### config.mk
export PLATFORM = sky130hd
export DESIGN_NAME = xbus_release
export DESIGN_NICKNAME = d
export VERILOG_FILES = /design/src/rtl/xbr_pkg.sv /design/src/rtl/xbr_sync.sv /design/src/rtl/xbr_cfg.sv /design/src/rtl/xbr_arb.sv /design/src/rtl/xbus_release.sv
export SDC_FILE = /design/constraint.sdc
export NUM_CORES = 1
export LEC_CHECK = 0
export ABC_AREA = 1
export BUFFER_PORTS_ARGS = -buffer_cell sky130_fd_sc_hd__buf_2
export CORE_AREA = 2 2 39 41
export CTS_CLUSTER_SIZE = 10
export DETAILED_ROUTE_END_ITERATION = 7
export DIE_AREA = 0 0 41 43
export GPL_TIMING_DRIVEN = 0
export REMOVE_ABC_BUFFERS = 1
export SLEW_MARGIN = 40
export SYNTH_ARGS = -nofsm -noshare
export SYNTH_HDL_FRONTEND = slang
export SYNTH_SLANG_ARGS = --single-unit
export TNS_END_PERCENT = 100
### constraint.sdc
create_clock -name clk -period 1.75 [get_ports clk]
set_input_delay 0.4375 -clock clk [delete_from_list [all_inputs] [get_ports clk]]
set_output_delay 0.4375 -clock clk [all_outputs]
set_load 0.05 [all_outputs]
### src/rtl/xbr_pkg.sv
package xbr_pkg;
  typedef enum logic [1:0] {
    ST_OWN     = 2'd0,
    ST_FLOAT   = 2'd1,
    ST_LENT    = 2'd2,
    ST_RESTORE = 2'd3
  } xbr_state_e;
endpackage

### src/rtl/xbr_sync.sv
module xbr_sync #(
  parameter int   STAGES  = 2,
  parameter logic RST_VAL = 1'b1
) (
  input  logic clk,
  input  logic arst_n,
  input  logic d,
  output logic q
);
  logic [STAGES-1:0] sh_q;
  logic [STAGES-1:0] sh_d;

  generate
    if (STAGES == 1) begin : g_one
      always_comb sh_d = d;
    end else begin : g_many
      always_comb sh_d = {sh_q[STAGES-2:0], d};
    end
  endgenerate

  always_ff @(posedge clk or negedge arst_n) begin
    if (!arst_n) sh_q <= {STAGES{RST_VAL}};
    else         sh_q <= sh_d;
  end

  assign q = sh_q[STAGES-1];
endmodule

### src/rtl/xbr_cfg.sv
module xbr_cfg (
  input  logic clk,
  input  logic rst_n,
  input  logic cfg_we,
  input  logic cfg_bus_mode_d,
  input  logic cfg_port_d,
  input  logic ack_low,
  output logic bus_mode,
  output logic grant_n
);
  logic mode_q, mode_d;
  logic port_q, port_d;

  always_comb begin
    mode_d = mode_q;
    port_d = port_q;
    if (cfg_we) begin
      mode_d = cfg_bus_mode_d;
      port_d = cfg_port_d;
    end
  end

  always_ff @(posedge clk or negedge rst_n) begin
    if (!rst_n) begin
      mode_q <= 1'b0;
      port_q <= 1'b1;
    end else begin
      mode_q <= mode_d;
      port_q <= port_d;
    end
  end

  assign bus_mode = mode_q;
  assign grant_n  = mode_q ? ~ack_low : port_q;


  cfg_hold_chk: assert property (@(posedge clk) disable iff (!rst_n)
    !$past(cfg_we) |-> ($stable(mode_q) && $stable(port_q)));
endmodule

### src/rtl/xbr_arb.sv
module xbr_arb
  import xbr_pkg::*;
(
  input  logic clk,
  input  logic rst_n,
  input  logic req_act,
  input  logic cyc_active,
  input  logic cyc_last,
  output logic drv_en,
  output logic ack_low,
  output logic stall,
  output logic fence,
  output logic phase
);
  xbr_state_e st_q, st_d;
  logic       ph_q, ph_d;
  logic       boundary;

  assign boundary = !cyc_active || cyc_last;

  always_comb begin
    st_d = st_q;
    unique case (st_q)
      ST_OWN:     if (req_act && boundary) st_d = ST_FLOAT;
      ST_FLOAT:   st_d = ST_LENT;
      ST_LENT:    if (!req_act && ph_q) st_d = ST_RESTORE;
      ST_RESTORE: st_d = ST_OWN;
      default:    st_d = ST_OWN;
    endcase
    ph_d = (st_q == ST_LENT) ? ~ph_q : 1'b0;
  end

  always_ff @(posedge clk or negedge rst_n) begin
    if (!rst_n) begin
      st_q <= ST_OWN;
      ph_q <= 1'b0;
    end else begin
      st_q <= st_d;
      ph_q <= ph_d;
    end
  end

  assign drv_en  = (st_q == ST_OWN);
  assign ack_low = (st_q == ST_LENT);
  assign fence   = (st_q != ST_OWN);
  assign stall   = (st_q != ST_OWN) || req_act;
  assign phase   = ph_q;


  boundary_chk: assert property (@(posedge clk) disable iff (!rst_n)
    $fell(drv_en) |-> $past(!cyc_active || cyc_last));

  ack_float_chk: assert property (@(posedge clk) disable iff (!rst_n)
    ack_low |-> !$past(drv_en));

  pair_end_chk: assert property (@(posedge clk) disable iff (!rst_n)
    $fell(ack_low) |-> $past(ph_q));

  restore_gap_chk: assert property (@(posedge clk) disable iff (!rst_n)
    $rose(drv_en) |-> !$past(ack_low));

  stall_span_chk: assert property (@(posedge clk) disable iff (!rst_n)
    $rose(drv_en) |-> $past(stall));
endmodule

### src/rtl/xbus_release.sv
module xbus_release #(
  parameter int SYNC_STAGES = 2,
  parameter int RST_STAGES  = 2
) (
  input  logic clk,
  input  logic rst_n,
  input  logic cfg_we,
  input  logic cfg_bus_mode_d,
  input  logic cfg_port_d,
  input  logic hold_req_n,
  output logic port_in,
  output logic grant_n,
  input  logic cpu_cyc_active,
  input  logic cpu_cyc_last,
  input  logic cpu_dat_drive,
  output logic cpu_stall,
  output logic adr_oe,
  output logic ctl_oe,
  output logic dat_oe,
  output logic imem_block,
  output logic idle_phase
);
  logic srst_n;
  logic req_s;
  logic bus_mode;
  logic ack_low;
  logic drv_en;

  xbr_sync #(.STAGES(RST_STAGES), .RST_VAL(1'b0)) u_rst (
    .clk(clk), .arst_n(rst_n), .d(1'b1), .q(srst_n)
  );

  xbr_sync #(.STAGES(SYNC_STAGES), .RST_VAL(1'b1)) u_req (
    .clk(clk), .arst_n(srst_n), .d(hold_req_n), .q(req_s)
  );

  xbr_cfg u_cfg (
    .clk(clk), .rst_n(srst_n), .cfg_we(cfg_we),
    .cfg_bus_mode_d(cfg_bus_mode_d), .cfg_port_d(cfg_port_d),
    .ack_low(ack_low), .bus_mode(bus_mode), .grant_n(grant_n)
  );

  xbr_arb u_arb (
    .clk(clk), .rst_n(srst_n), .req_act(bus_mode && !req_s),
    .cyc_active(cpu_cyc_active), .cyc_last(cpu_cyc_last),
    .drv_en(drv_en), .ack_low(ack_low), .stall(cpu_stall),
    .fence(imem_block), .phase(idle_phase)
  );

  assign port_in = req_s;
  assign adr_oe  = drv_en;
  assign ctl_oe  = drv_en;
  assign dat_oe  = drv_en && cpu_dat_drive;


  grant_pin_chk: assert property (@(posedge clk) disable iff (!srst_n)
    (bus_mode && !grant_n) |-> !adr_oe);
endmodule

==> results.cfg <==
[run_status]
outcome = complete, no violations

[power_and_ir_drop]
p_leak_uw = 0.000309
p_sw_uw = 572
comb_power_share = 0.603
pwr-share-clk = 0.134
p_sw_frac = 0.513
internal_power_uw = 544
fin_total_pwr_uw = 1120
seqPwrFrac = 0.263
power_density_nw_per_um2 = 1920
ir_drop_uv = 709

[cts]
clkTransAtPathRegs_ps = 60
clockRootBuffer = clkbuf_4
clk_path_buf_depth = 2
cts_sinks = 9
postCtsSetupBuffers = 0
cts_tree = yes
clock_latency_ps = 250
numCtsBuffers = 3
htree_levels = 1

[layout]
final_nets = 78
syn_to_final_growth_pct = 38.8
drive_gt1_frac = 0.477
finish.instance_area_um2 = 582
diodes = 0
fillers = 143
multiInputGateArea_um2 = 178
seqCellArea_um2 = 229

[floorplan]
die-area_um2 = 1760
die_h_um = 43
io_pins = 17
core_um2 = 1380
start_util = 0.303
placementRows = 14
fp.dieW_um = 41

[route]
first_pass_iters = 1
wl_per_cell_um = 7.99
via_per_inst = 3.96
wirelength_um = 647
num_vias = 321
drtIter0Drc = 0
post-route-drc-count = 0
ant_nets = 0

[timing]
final_max_slew_viol_count = 0
fmax_mhz = 598
fin_crit_sh = 0.956
setup-tns-final_ps = 0
fin_skew_ps = 0.782
final-setup-viol-count = 0
layout_min_cycle_time_ps = 1670
final-hold-violation-count = 0

[synthesis]
avgSynthCellArea_um2 = 9.31
yosysWarnings = 0
synth.mux.area_fraction = 0.0269
yosysSeqAreaShare = 0.546
synth-adder-area-share = 0.0896
synthXorXnorAreaFrac = 0
synthCells = 45
ys_ff_latch = 9
synth-compound-area-share = 0.0239
ys_types = 15
synth-simple-area-share = 0.215
netlist_area_um2 = 419
synth_top_family_by_area = simple AND/OR/NAND/NOR gates

[hold_path]
min_path_type = reg2async

[job]
maxCapViolCount = 0

[grt]
grt_pass1_wl_mm = 1.07
antenna_found_initial = 0
grt_max_degree = 8
grtUsageTotal = 0.0957
grt_pass1_vias = 304
grt-ovfl-total = 0

[critical_path]
critical-path-slowest-cell = dfrtp_1
critPathArrivalTime_ps = 1240
regToRegEndpoint = u_arb.st_q[0]
cpPeakStageDelay_ps = 390
cp.required_ps = 1310
cp-start-kind = register
end_kind = primary output
cp.depth = 4
path_buf_inv = 2
worstRegToRegCells = 5
reg2reg_slack_ps = 630
r2r_start = u_arb.st_q[1]
crit_chain = inv_1, ha_4, nand2_1, buf_2
startpoint = u_arb.st_q[1]
worstPathMaxFanout = 6
critical_path_class = reg2out
cp_top_family = flip-flops

[placed_design]
port_buffers = 16
hpwl_um = 505
gp_congestion = 0.681
placed_area_um2 = 512
==> state kept, by name (all words and copies together) (netlist names) <==
name / cells
u_arb.st_q: 2
u_req.sh_q: 2
u_rst.sh_q: 2
u_arb.phase: 1
u_cfg.bus_mode: 1
u_cfg.port_q: 1
==> routing by layer <==
| metal | vias up | routed length, um | track usage |
|---|---|---|---|
| met5 | - | 0 | 0 |
| met4 | 0 | 12 | 0.100 |
| met3 | 2 | 56 | 0.0314 |
| met2 | 13 | 283 | 0.131 |
| met1 | 136 | 295 | 0.104 |
| li1 | 170 | - | - |
==> cells in the mapped netlist (all sizes together) <==
cell / number / share of area
inv: 8 / 0.072
mux2: 1 / 0.027
buf: 1 / 0.018
ha: 3 / 0.090
dfstp: 3 / 0.19
dfrtp: 6 / 0.36
nor2: 2 / 0.024
conb: 1 / 0.0089
or2: 1 / 0.015
o21ai: 2 / 0.024
nand3: 2 / 0.024
nand2: 15 / 0.15
==> worst max path at each step <==
stage | to | slack (ps)
5_1_grt | dat_oe | -4
6_report | cpu_stall | 80
3_3_place_gp | dat_oe | 240
2_1_floorplan | cpu_stall | -560
4_1_cts | dat_oe | 10
3_5_place_dp | dat_oe | 200
==> placed cells by master, fill, tap and decap left out, drive strengths merged, types with 2 or more instances in the layout <==
cell	Yosys	final
dfstp	3	3
nand2	15	15
clkbuf	0	4
nor2	2	2
nand3	2	2
ha	3	3
inv	8	8
buf	1	16
o21ai	2	2
dfrtp	6	6
==> through the flow <==
step | worst slack [ps] | utilization | cells | hold WS [ps]
6_report | 77.2 | 0.420 | 81 | 107
5_1_grt | -4.29 | 0.420 | 81 | 131
4_1_cts | 14.5 | 0.403 | 81 | 122
3_5_place_dp | 201 | 0.370 | 76 | 119
3_3_place_gp | 236 | 0.370 | 76 | 113
2_1_floorplan | -560 | - | 44 | 79.2
==> layout make-up <==
type	count	share of cell area
inverter	8	0.0516
clock buffer	4	0.0452
multi-input combinational	27	0.305
timing repair buffer	17	0.170
tap	16	0.0344
sequential	9	0.394
==> power groups by stage <==
stage | Sequential (uW) | Clock (uW) | Combinational [uW]
after floorplan | 333 | 0 | 457
after global routing | 300 | 172 | 751
after detailed placement | 290 | 0 | 621
after global placement | 290 | 0 | 614
final | 293 | 149 | 673
after CTS | 287 | 162 | 642
==> logic make-up (layout without fill, tap and decap cells) <==
kind of cell    after synthesis  after routing
compound gates                2              2
mux                           1              1
buf+inv                       9             29
fa+ha+maj                     3              3
other cells                   1              1
simple gates                 20             20
flops                         9              9
==> timing repair <==
action / 4_1_cts / 5_1_grt
resized for setup: 4 / 4
hold buffers: 1 / 0
endpoints found under the setup margin: 4 / 5
endpoints found under the hold margin: 2 / 0
gates cloned: 0 / 0
(Power assumes the default switching activity.)
